<file path="src/rtl/bm_break_pkg.sv">
package bm_break_pkg;
    typedef enum logic [1:0] {
        ST_RUN   = 2'd0,
        ST_ARMED = 2'd1,
        ST_BREAK = 2'd2,
        ST_HELD  = 2'd3
    } brk_state_e;

    localparam int N_USB_CTRL = 2;
endpackage

</file>
<file path="src/rtl/bm_sync.sv">
module bm_sync #(
    parameter int         W       = 1,
    parameter logic       RST_VAL = 1'b1
) (
    input  logic         clk,
    input  logic         rst_n,
    input  logic [W-1:0] d_async,
    output logic [W-1:0] q_sync
);
    logic [W-1:0] stage1;

    always_ff @(posedge clk or negedge rst_n) begin
        if (!rst_n) begin
            stage1 <= {W{RST_VAL}};
            q_sync <= {W{RST_VAL}};
        end else begin
            stage1 <= d_async;
            q_sync <= stage1;
        end
    end
endmodule

</file>
<file path="src/rtl/bm_activity.sv">
module bm_activity
    import bm_break_pkg::*;
#(
    parameter int N_PCI   = 6,
    parameter int N_INT   = 4,
    parameter int N_IRQ   = 4,
    parameter int N_PORTS = 2
) (
    input  logic                          pci_s_n,
    input  logic [N_INT-1:0]              int_req,
    input  logic                          gfx_s_n,
    input  logic                          irq_s_n,
    input  logic [N_USB_CTRL-1:0]         usb_gsusp,
    input  logic [N_USB_CTRL-1:0]         usb_run,
    input  logic [N_USB_CTRL*N_PORTS-1:0] usb_port_susp,
    input  logic                          ide_start,
    output logic                          event_any
);
    logic [N_USB_CTRL-1:0] usb_act;

    for (genvar c = 0; c < N_USB_CTRL; c++) begin : g_usb
        logic some_port_awake;
        assign some_port_awake = ~&usb_port_susp[c*N_PORTS +: N_PORTS];
        assign usb_act[c]      = !usb_gsusp[c] && some_port_awake && usb_run[c];
    end

    always_comb begin
        event_any = !pci_s_n || (|int_req) || !gfx_s_n || !irq_s_n
                    || (|usb_act) || ide_start;
    end
endmodule

</file>
<file path="src/rtl/bm_sts_reg.sv">
module bm_sts_reg (
    input  logic clk,
    input  logic rst_n,
    input  logic hw_set,
    input  logic sw_wr,
    input  logic sw_data,
    output logic sts
);
    always_ff @(posedge clk or negedge rst_n) begin
        if (!rst_n)              sts <= 1'b0;
        else if (hw_set)         sts <= 1'b1;
        else if (sw_wr && sw_data) sts <= 1'b0;
    end
endmodule

</file>
<file path="src/rtl/bm_break_fsm.sv">
module bm_break_fsm
    import bm_break_pkg::*;
(
    input  logic clk,
    input  logic rst_n,
    input  logic idle_c3,
    input  logic event_any,
    output logic break_req
);
    brk_state_e state, state_nxt;

    always_ff @(posedge clk or negedge rst_n) begin
        if (!rst_n) state <= ST_RUN;
        else        state <= state_nxt;
    end

    always_comb begin
        state_nxt = state;
        unique case (state)
            ST_RUN: begin
                if (idle_c3) state_nxt = event_any ? ST_BREAK : ST_ARMED;
            end
            ST_ARMED: begin
                if (!idle_c3)       state_nxt = ST_RUN;
                else if (event_any) state_nxt = ST_BREAK;
            end
            ST_BREAK: begin
                state_nxt = idle_c3 ? ST_HELD : ST_RUN;
            end
            ST_HELD: begin
                if (!idle_c3) state_nxt = ST_RUN;
            end
            default: state_nxt = ST_RUN;
        endcase
    end

    always_comb begin
        break_req = (state == ST_BREAK);
    end
endmodule

</file>
<file path="src/rtl/bm_break_det.sv">
module bm_break_det
    import bm_break_pkg::*;
#(
    parameter int N_PCI   = 6,
    parameter int N_INT   = 4,
    parameter int N_IRQ   = 4,
    parameter int N_PORTS = 2
) (
    input  logic                          clk,
    input  logic                          rst_n,
    input  logic [N_PCI-1:0]              pci_req_n,
    input  logic [N_INT-1:0]              int_req,
    input  logic                          gfx_busy_n,
    input  logic [N_IRQ-1:0]              irq_n,
    input  logic [N_USB_CTRL-1:0]         usb_gsusp,
    input  logic [N_USB_CTRL-1:0]         usb_run,
    input  logic [N_USB_CTRL*N_PORTS-1:0] usb_port_susp,
    input  logic                          ide_start,
    input  logic                          idle_c3,
    input  logic                          sts_wr,
    input  logic                          sts_wdata,
    output logic                          bm_sts,
    output logic                          break_req
);
    localparam int N_ASYNC = N_PCI + 1 + N_IRQ;

    logic [N_ASYNC-1:0] async_raw, async_s;
    logic               pci_s_n, gfx_s_n, irq_s_n;
    logic               event_any;

    assign async_raw = {irq_n, gfx_busy_n, pci_req_n};

    bm_sync #(.W(N_ASYNC), .RST_VAL(1'b1)) u_sync (
        .clk    (clk),
        .rst_n  (rst_n),
        .d_async(async_raw),
        .q_sync (async_s)
    );

    assign pci_s_n = &async_s[N_PCI-1:0];
    assign gfx_s_n = async_s[N_PCI];
    assign irq_s_n = &async_s[N_ASYNC-1:N_PCI+1];

    bm_activity #(
        .N_PCI(N_PCI), .N_INT(N_INT), .N_IRQ(N_IRQ), .N_PORTS(N_PORTS)
    ) u_act (
        .pci_s_n      (pci_s_n),
        .int_req      (int_req),
        .gfx_s_n      (gfx_s_n),
        .irq_s_n      (irq_s_n),
        .usb_gsusp    (usb_gsusp),
        .usb_run      (usb_run),
        .usb_port_susp(usb_port_susp),
        .ide_start    (ide_start),
        .event_any    (event_any)
    );

    bm_sts_reg u_sts (
        .clk    (clk),
        .rst_n  (rst_n),
        .hw_set (event_any),
        .sw_wr  (sts_wr),
        .sw_data(sts_wdata),
        .sts    (bm_sts)
    );

    bm_break_fsm u_fsm (
        .clk      (clk),
        .rst_n    (rst_n),
        .idle_c3  (idle_c3),
        .event_any(event_any),
        .break_req(break_req)
    );
endmodule

</file>
<file path="config.mk">
export PLATFORM = sky130hd
export DESIGN_NAME = bm_break_det
export DESIGN_NICKNAME = d
export VERILOG_FILES = /design/src/rtl/bm_break_pkg.sv /design/src/rtl/bm_sync.sv /design/src/rtl/bm_activity.sv /design/src/rtl/bm_sts_reg.sv /design/src/rtl/bm_break_fsm.sv /design/src/rtl/bm_break_det.sv
export SDC_FILE = /design/constraint.sdc
export NUM_CORES = 1
export LEC_CHECK = 0
export CAP_MARGIN = 20
export CORE_MARGIN = 1
export CORE_UTILIZATION = 44
export DETAILED_ROUTE_END_ITERATION = 12
export HOLD_SLACK_MARGIN = 0.02
export PLACE_DENSITY = 0.93
export SKIP_LAST_GASP = 1
export SYNTH_ARGS = -nofsm -noshare
export SYNTH_HDL_FRONTEND = slang
export SYNTH_SLANG_ARGS = --single-unit
</file>
<file path="constraint.sdc">
create_clock -name clk -period 1.8 [get_ports clk]
set_input_delay 0.45 -clock clk [delete_from_list [all_inputs] [get_ports clk]]
set_output_delay 0.45 -clock clk [all_outputs]
set_load 0.05 [all_outputs]
</file>
==> impl_metrics.env, run 1 <==
export IMPL_grt_pass1_vias=499
export IMPL_rows=14
export IMPL_place_inst=92
export IMPL_vias_per_cell=4.80
export IMPL_vdd_drop_max_mv=0.591
export IMPL_fmax_mhz=667
export IMPL_cp_data_arrival_time_ns=1.05
export IMPL_fin_crit_ns=1.50
export IMPL_relSlewSlack=0.789
export IMPL_design_area_sq_um=1140
export IMPL_num_vias=461
export IMPL_crit_family="flip-flops"
export IMPL_path_class="reg -> out"
export IMPL_wl_met1_microns=410
export IMPL_antenna_found_initial=0
export IMPL_gp_congestion=0.658
export IMPL_whs_ns=0.364
export IMPL_coreArea_sq_um=1580
export IMPL_wl_met2_microns=711
export IMPL_cts_tree="built"
export IMPL_final_cell_count_no_fill=96
export IMPL_numCtsBuffers=3
export IMPL_status="finished with violations"
export IMPL_drive_gt1_frac=0.375
export IMPL_power_mw=0.942
export IMPL_final_common_cell="clkdlybuf4s50_1"
export IMPL_slowest_delay_ns=0.35
export IMPL_clk_path_buf_depth=2
export IMPL_fin_crit_sh=0.832
export IMPL_htreeDepth=1
export IMPL_cts_resized_gates=0
export IMPL_cts_sinks=25
export IMPL_hpwl_microns=995
export IMPL_fin_ws_ns=0.302
export IMPL_start_util=0.495
export IMPL_required_ns=1.35
export IMPL_netlist_area_sq_um=781
export IMPL_drc=3
export IMPL_synthCells=45
export IMPL_io_buffers=30
export IMPL_report_final_slew_viol_count=0
export IMPL_postCtsSetupRepairBufs=0
export IMPL_grt_pass1_wl_microns=1860
export IMPL_final_cell_mix="clkdlybuf4s50_1 (28), dfstp_2 (22), nand2_1 (4)"
export IMPL_grt_usage=0.135
export IMPL_crit_buf_inv=2
export IMPL_num_antenna_cells=0
export IMPL_wl_per_cell_microns=12.6
export IMPL_die_area_sq_um=1950
export IMPL_num_nets_final=110
export IMPL_post_place_ws_ns=0.178
export IMPL_path_cells="inv_1 > nor2_1 > buf_12"
export IMPL_critPathCaptureType="primary output"
export IMPL_worstMarginPinSlew_ns=0.314
export IMPL_grt_ovfl_total=0
export IMPL_rsz0062_at_grt="false"
export IMPL_utilization=0.725
export IMPL_firstDrtPassIters=8
export IMPL_totalWireLength_microns=1210
export IMPL_drtAntennaViolNets=0
export IMPL_pin_count=31
export IMPL_dpl_cell_area_sq_um=1120
export IMPL_p_leak_nw=0.465
export IMPL_power_density_nw_per_um2=824
export IMPL_finalSetupViolations=0
export IMPL_syn_nets=74
export IMPL_crit_slowest_cell="dfrtp_1"
export IMPL_fp_dieH_microns=44.1
export IMPL_crit_fanout=3
export IMPL_avgSynthCellArea_sq_um=17.3
export IMPL_highest_layer="met3"
export IMPL_clock_skew_final_ns=0.00128
export IMPL_hold_violations=0
export IMPL_path_clk_slew_ns=0.11
export IMPL_ff2ff_setup_slack_ns=0.58
export IMPL_synthDistinctLibCells=13
export IMPL_setup_tns_ns=0
export IMPL_drv_cap=0
export IMPL_synth_yosys_warnings=0
export IMPL_hp_class="reg -> reg"
export IMPL_die_w_microns=44.1
export IMPL_ctsRootBufferMaster="clkbuf_4"
export IMPL_wl_met3_microns=89
export IMPL_grt_max_degree=26
export IMPL_crit_path_start_kind="flip-flop"
export IMPL_clkLatencyLatePin_ns=0.29
export IMPL_yosysSeqAreaShare=0.837
export IMPL_ys_seq_elements=25
export IMPL_cts_hold_buf=0
export IMPL_drtIter0Drc=6
export IMPL_violations="DRC"
export IMPL_synthToLayoutAreaGrowth_pct=46.3
-- state kept, by name, indices dropped and copies added (netlist names) --
signal,cells
u_sts.sts,1
u_sync.stage1,11
u_fsm.state,2
u_sync.q_sync,11
-- Yosys cell counts --
cell,number,area share
nor2b_1,1,0.0080
nor4_2,1,0.016
inv_1,3,0.014
a41o_1,1,0.013
dfstp_2,22,0.74
a41oi_1,1,0.011
nand2b_4,1,0.018
nand4_1,2,0.016
nor2_1,3,0.014
dfrtp_1,3,0.096
a32oi_1,1,0.011
nand2_1,4,0.019
nand4b_1,2,0.022
-- cell type report --
type	instances	area, sq um
multi-input cells	17	116
fillers	116	434
inverters	3	11.3
clock buffers	4	26.3
well taps	16	20.0
repair buffers	31	315
flip-flops and latches	25	653
-- per-layer routing --
metal,GRT usage,up-vias
met2,0.268,21
met5,0,-
met1,0.136,219
met3,0.0327,0
met4,0.0364,0
li1,-,221
-- worst register-to-register path, cell delays in order (launching register included) --
cell and delay [ns]:
dfstp_2 0.56, nand2b_4 0.05, nor4_2 0.30, a41oi_1 0.17
-- power breakdown --
group          internal (mW)  leakage (nW)  switching [mW]
sequential             0.609         0.265         0.00830
combinational         0.0674         0.186          0.0331
clock                 0.0861        0.0150           0.138
-- kinds of logic (layout without fill, tap and decap cells) --
| group | count (synthesis) | in the layout | synth area share |
|---|---|---|---|
| buffers and inverters | 3 | 38 | 0.0144 |
| AND/OR/NAND/NOR | 14 | 14 | 0.114 |
| flip-flops | 25 | 25 | 0.837 |
| AO/OA/AOI/OAI | 3 | 3 | 0.0353 |
-- worst paths after layout --
kind / from / end / depth (start not counted)
max: u_fsm.state[1] / break_req / 3
min: u_sync.stage1[6] / u_sync.q_sync[6] / 0
max reg2reg: u_sync.q_sync[6] / u_fsm.state[1] / 3
min reg2reg: u_sync.stage1[6] / u_sync.q_sync[6] / 0
max in group asynchronous: rst_n / u_sync.q_sync[6] / 2
min in group asynchronous: rst_n / u_fsm.state[0] / 2
No activity file was read; power rests on OpenSTA's default activity.
==> run 2, diff against run 1 <==
--- a/config.mk
+++ b/config.mk
@@ -7,10 +7,10 @@
 export LEC_CHECK = 0
 export CAP_MARGIN = 20
 export CORE_MARGIN = 1
-export CORE_UTILIZATION = 44
+export CORE_UTILIZATION = 37
 export DETAILED_ROUTE_END_ITERATION = 12
 export HOLD_SLACK_MARGIN = 0.02
-export PLACE_DENSITY = 0.93
+export PLACE_DENSITY = 0.85
 export SKIP_LAST_GASP = 1
 export SYNTH_ARGS = -nofsm -noshare
 export SYNTH_HDL_FRONTEND = slang
==> constraint.sdc (replaced) <==
create_clock -name clk -period 1.2 [get_ports clk]
set_input_delay 0.3 -clock clk [delete_from_list [all_inputs] [get_ports clk]]
set_output_delay 0.3 -clock clk [all_outputs]
set_load 0.05 [all_outputs]
==> impl_metrics.env, run 2 (synthesized netlist as in run 1, its figures left out) <==
export IMPL_cp_data_arrival_time_ns=0.97
export IMPL_cts_tree="built"
export IMPL_utilization=0.610
export IMPL_fp_dieH_microns=47.9
export IMPL_io_buffers=30
export IMPL_path_class="reg -> out"
export IMPL_start_util=0.394
export IMPL_relSlewSlack=0.810
export IMPL_htreeDepth=1
export IMPL_fmax_mhz=784
export IMPL_wl_per_cell_microns=10.7
export IMPL_grt_pass1_vias=450
export IMPL_drc=0
export IMPL_power_density_nw_per_um2=1200
export IMPL_crit_family="flip-flops"
export IMPL_drtAntennaViolNets=0
export IMPL_vias_per_cell=4.28
export IMPL_totalWireLength_microns=1160
export IMPL_num_vias=462
export IMPL_grt_ovfl_total=0
export IMPL_fin_crit_sh=1.06
export IMPL_rsz0062_at_grt="true"
export IMPL_synthToLayoutAreaGrowth_pct=54.8
export IMPL_grt_pass1_wl_microns=1700
export IMPL_fin_ws_ns=-0.0747
export IMPL_antenna_found_initial=0
export IMPL_path_cells="inv_2 > nor2_4 > buf_12"
export IMPL_crit_path_start_kind="flip-flop"
export IMPL_finalSetupViolations=1
export IMPL_drv_cap=0
export IMPL_die_w_microns=47.9
export IMPL_final_cell_mix="clkdlybuf4s50_1 (28), dfstp_2 (22), nand2_1 (4)"
export IMPL_coreArea_sq_um=1980
export IMPL_vdd_drop_max_mv=0.933
export IMPL_clk_path_buf_depth=2
export IMPL_die_area_sq_um=2300
export IMPL_rows=16
export IMPL_drtIter0Drc=11
export IMPL_p_leak_nw=0.483
export IMPL_path_clk_slew_ns=0.13
export IMPL_design_area_sq_um=1210
export IMPL_firstDrtPassIters=3
export IMPL_num_nets_final=111
export IMPL_pin_count=31
export IMPL_slowest_delay_ns=0.36
export IMPL_clkLatencyLatePin_ns=0.31
export IMPL_cts_sinks=25
export IMPL_status="finished with violations"
export IMPL_crit_buf_inv=2
export IMPL_hold_violations=0
export IMPL_final_common_cell="clkdlybuf4s50_1"
export IMPL_clock_skew_final_ns=0.00498
export IMPL_crit_fanout=2
export IMPL_grt_max_degree=26
export IMPL_dpl_cell_area_sq_um=1160
export IMPL_num_antenna_cells=0
export IMPL_drive_gt1_frac=0.420
export IMPL_fin_crit_ns=1.27
export IMPL_crit_slowest_cell="dfrtp_1"
export IMPL_whs_ns=0.316
export IMPL_critPathCaptureType="primary output"
export IMPL_reg_top3="u_sync.q_sync (11), u_sync.stage1 (11), u_fsm.state (2)"
export IMPL_grt_usage=0.119
export IMPL_setup_tns_ns=-0.0747
export IMPL_worstMarginPinSlew_ns=0.285
export IMPL_hp_class="in -> async"
export IMPL_ctsRootBufferMaster="clkbuf_4"
export IMPL_report_final_slew_viol_count=0
export IMPL_violations="setup timing"
export IMPL_gp_congestion=0.647
export IMPL_numCtsBuffers=3
export IMPL_required_ns=0.90
## run 2: cell type report
cell class,instances,area (sq um)
fill,132,773
sequential,25,653
timing repair buffer,32,348
multi-input combinational,17,133
tap,27,33.8
clock buffer,3,22.5
inverter,3,11.3
clock inverter,1,7.51
## run 2: where the power goes
group / total [mW] / internal, mW / switching (mW)
Combinational: 0.163 / 0.110 / 0.0538
Sequential: 0.926 / 0.913 / 0.0129
Clock: 0.356 / 0.127 / 0.229
Total: 1.44 / 1.15 / 0.295
## run 2: metrics by stage
stage	total power [mW]	std cells	worst slack [ns]
floorplan	0.964	45	0.0810
global placement	1.09	103	-0.217
detailed placement	1.10	103	-0.254
CTS	1.47	108	-0.0969
global route	1.53	108	-0.132
finish	1.44	108	-0.0747
## run 2: layer usage
| layer | routed length [microns] | track usage | vias to the layer above |
|---|---|---|---|
| met2 | 634 | 0.219 | 26 |
| met1 | 419 | 0.112 | 211 |
| met3 | 95 | 0.0340 | 2 |
| li1 | - | - | 223 |
| met4 | 8 | 0.0833 | 0 |
| met5 | 0 | 0 | - |
## run 2: path summary, 6_finish.rpt
check                            startpoint               end  slack (ns)  cells past startpoint
max                          u_fsm.state[1]         break_req       -0.07                      3
min                                   rst_n         u_sts.sts        0.32                      2
max reg2reg                u_sync.q_sync[9]    u_fsm.state[0]        0.03                      3
min reg2reg                u_sync.stage1[2]  u_sync.q_sync[2]        0.36                      0
max in group asynchronous             rst_n  u_sync.q_sync[0]        0.66                      2
min in group clk           u_sync.stage1[2]  u_sync.q_sync[2]        0.36                      0
## run 2: repair_timing
action,in CTS,in global routing
setup buffers,1,0
pin swaps,1,1
endpoints found under the setup margin,4,5
hold buffers,0,0
gates resized for setup,3,0
==> run 3, diff against run 2 <==
--- a/config.mk
+++ b/config.mk
@@ -7,10 +7,10 @@
 export LEC_CHECK = 0
 export CAP_MARGIN = 20
 export CORE_MARGIN = 1
-export CORE_UTILIZATION = 37
+export CORE_UTILIZATION = 40
 export DETAILED_ROUTE_END_ITERATION = 12
 export HOLD_SLACK_MARGIN = 0.02
-export PLACE_DENSITY = 0.85
+export PLACE_DENSITY = 0.87
 export SKIP_LAST_GASP = 1
 export SYNTH_ARGS = -nofsm -noshare
 export SYNTH_HDL_FRONTEND = slang
==> constraint.sdc (replaced) <==
create_clock -name clk -period 1.4 [get_ports clk]
set_input_delay 0.35 -clock clk [delete_from_list [all_inputs] [get_ports clk]]
set_output_delay 0.35 -clock clk [all_outputs]
set_load 0.1 [all_outputs]
==> impl_metrics.env, run 3 (synthesized netlist as in run 1, its figures left out) <==
export IMPL_status="complete, no violations"
export IMPL_grt_pass1_vias=482
export IMPL_vdd_drop_max_mv=0.776
export IMPL_worstMarginPinSlew_ns=0.348
export IMPL_utilization=0.658
export IMPL_gp_congestion=0.632
export IMPL_relSlewSlack=0.766
export IMPL_final_common_cell="clkdlybuf4s50_1"
export IMPL_rows=15
export IMPL_crit_fanout=1
export IMPL_drtAntennaViolNets=0
export IMPL_p_comb_frac=0.112
export IMPL_fmax_mhz=730
export IMPL_wl_per_cell_microns=11.5
export IMPL_report_final_slew_viol_count=0
export IMPL_setup_tns_ns=0
export IMPL_finalSetupViolations=0
export IMPL_grt_pass1_wl_microns=1790
export IMPL_whs_ns=0.363
export IMPL_clkLatencyLatePin_ns=0.30
export IMPL_grt_ovfl_total=0
export IMPL_fin_crit_sh=0.979
export IMPL_synthToLayoutAreaGrowth_pct=50.3
export IMPL_drc=0
export IMPL_hp_class="reg -> reg"
export IMPL_drtIter0Drc=1
export IMPL_cp_data_arrival_time_ns=1.02
export IMPL_cts_sinks=25
export IMPL_grt_max_degree=26
export IMPL_seqPwrFrac=0.648
export IMPL_netSwitchingPower_mw=0.244
export IMPL_clk_path_buf_depth=2
export IMPL_num_vias=471
export IMPL_numCtsBuffers=3
export IMPL_p_leak_nw=0.472
export IMPL_grt_usage=0.129
export IMPL_path_class="reg -> out"
export IMPL_drive_gt1_frac=0.400
export IMPL_place_inst=101
export IMPL_power_density_nw_per_um2=1040
export IMPL_antenna_found_initial=0
export IMPL_fin_crit_ns=1.37
export IMPL_clock_skew_final_ns=0.00310
export IMPL_die_area_sq_um=2130
export IMPL_required_ns=1.05
export IMPL_htreeDepth=1
export IMPL_coreArea_sq_um=1780
export IMPL_rsz0062_at_grt="true"
export IMPL_firstDrtPassIters=2
export IMPL_vias_per_cell=4.49
export IMPL_num_antenna_cells=0
export IMPL_die_w_microns=46.2
export IMPL_start_util=0.438
export IMPL_ctsRootBufferMaster="clkbuf_4"
export IMPL_final_cell_mix="clkdlybuf4s50_1 (28), dfstp_2 (22), nand2_1 (4), clkbuf_4 (3), dfrtp_1 (3)"
export IMPL_fill_cells=124
export IMPL_cts_tree="built"
export IMPL_critPathCaptureType="primary output"
export IMPL_pin_count=31
export IMPL_crit_path_start_kind="flip-flop"
export IMPL_fp_dieH_microns=46.2
export IMPL_path_clk_slew_ns=0.12
export IMPL_p_int_mw=0.981
export IMPL_hold_violations=0
export IMPL_switching_share=0.199
export IMPL_final_cell_count_no_fill=105
export IMPL_reg_top3="u_sync.q_sync (11), u_sync.stage1 (11), u_fsm.state (2)"
export IMPL_p_clk_frac=0.240
export IMPL_totalWireLength_microns=1210
export IMPL_num_nets_final=110
export IMPL_drv_cap=0
export IMPL_ff2ff_setup_slack_ns=0.18
export IMPL_io_buffers=30
export IMPL_hpwl_microns=944
run 3: metal layers:
metal,wire (microns),track usage
met2,612,0.225
met4,19,0.106
met3,83,0.0157
met5,0,0
met1,492,0.136
run 3: power by group through the flow:
stage	Combinational (mW)	Sequential [mW]	Clock, mW
finish	0.137	0.793	0.294
global route	0.148	0.797	0.337
CTS	0.139	0.794	0.304
detailed placement	0.139	0.805	0
global placement	0.135	0.803	0
floorplan	0.0335	0.802	0
run 3: what timing repair did:
item                                    4_1_cts  5_1_grt
endpoints found under the setup margin        0        1
setup buffers                                 0        0
gates resized for setup                       0        1
hold buffers                                  0        0
run 3: critical path: stages, from the launching register on:
cell and delay (ns):
dfrtp_1 0.41, nor2_4 0.13, buf_12 0.18
run 3: metrics by stage:
stage | total power, mW | instance area, sq um | worst slack [ns]
2_1_floorplan | 0.836 | 788 | 0.153
3_3_place_gp | 0.938 | 1150 | -0.0799
3_5_place_dp | 0.944 | 1150 | -0.135
4_1_cts | 1.24 | 1170 | 0.0131
5_1_grt | 1.28 | 1170 | -0.0130
6_report | 1.22 | 1170 | 0.0294
run 3: path summary, 6_finish.rpt:
check	startpoint	endpoint	depth (start not counted)
min	u_sync.stage1[6]	u_sync.q_sync[6]	0
min in group asynchronous	rst_n	u_fsm.state[0]	2
max in group asynchronous	rst_n	u_sync.stage1[6]	2
max reg2reg	u_sync.q_sync[6]	u_fsm.state[1]	3
min reg2reg	u_sync.stage1[6]	u_sync.q_sync[6]	0
max	u_fsm.state[0]	break_req	2
run 3: area by class of cell:
type                            count  area [sq um]  area share
Inverter                            3          11.3     0.00959
Sequential cell                    25           653       0.557
Multi-Input combinational cell     17           124       0.106
Clock buffer                        4          26.3      0.0224
Timing Repair Buffer               31           328       0.279
Tap cell                           25          31.3      0.0267
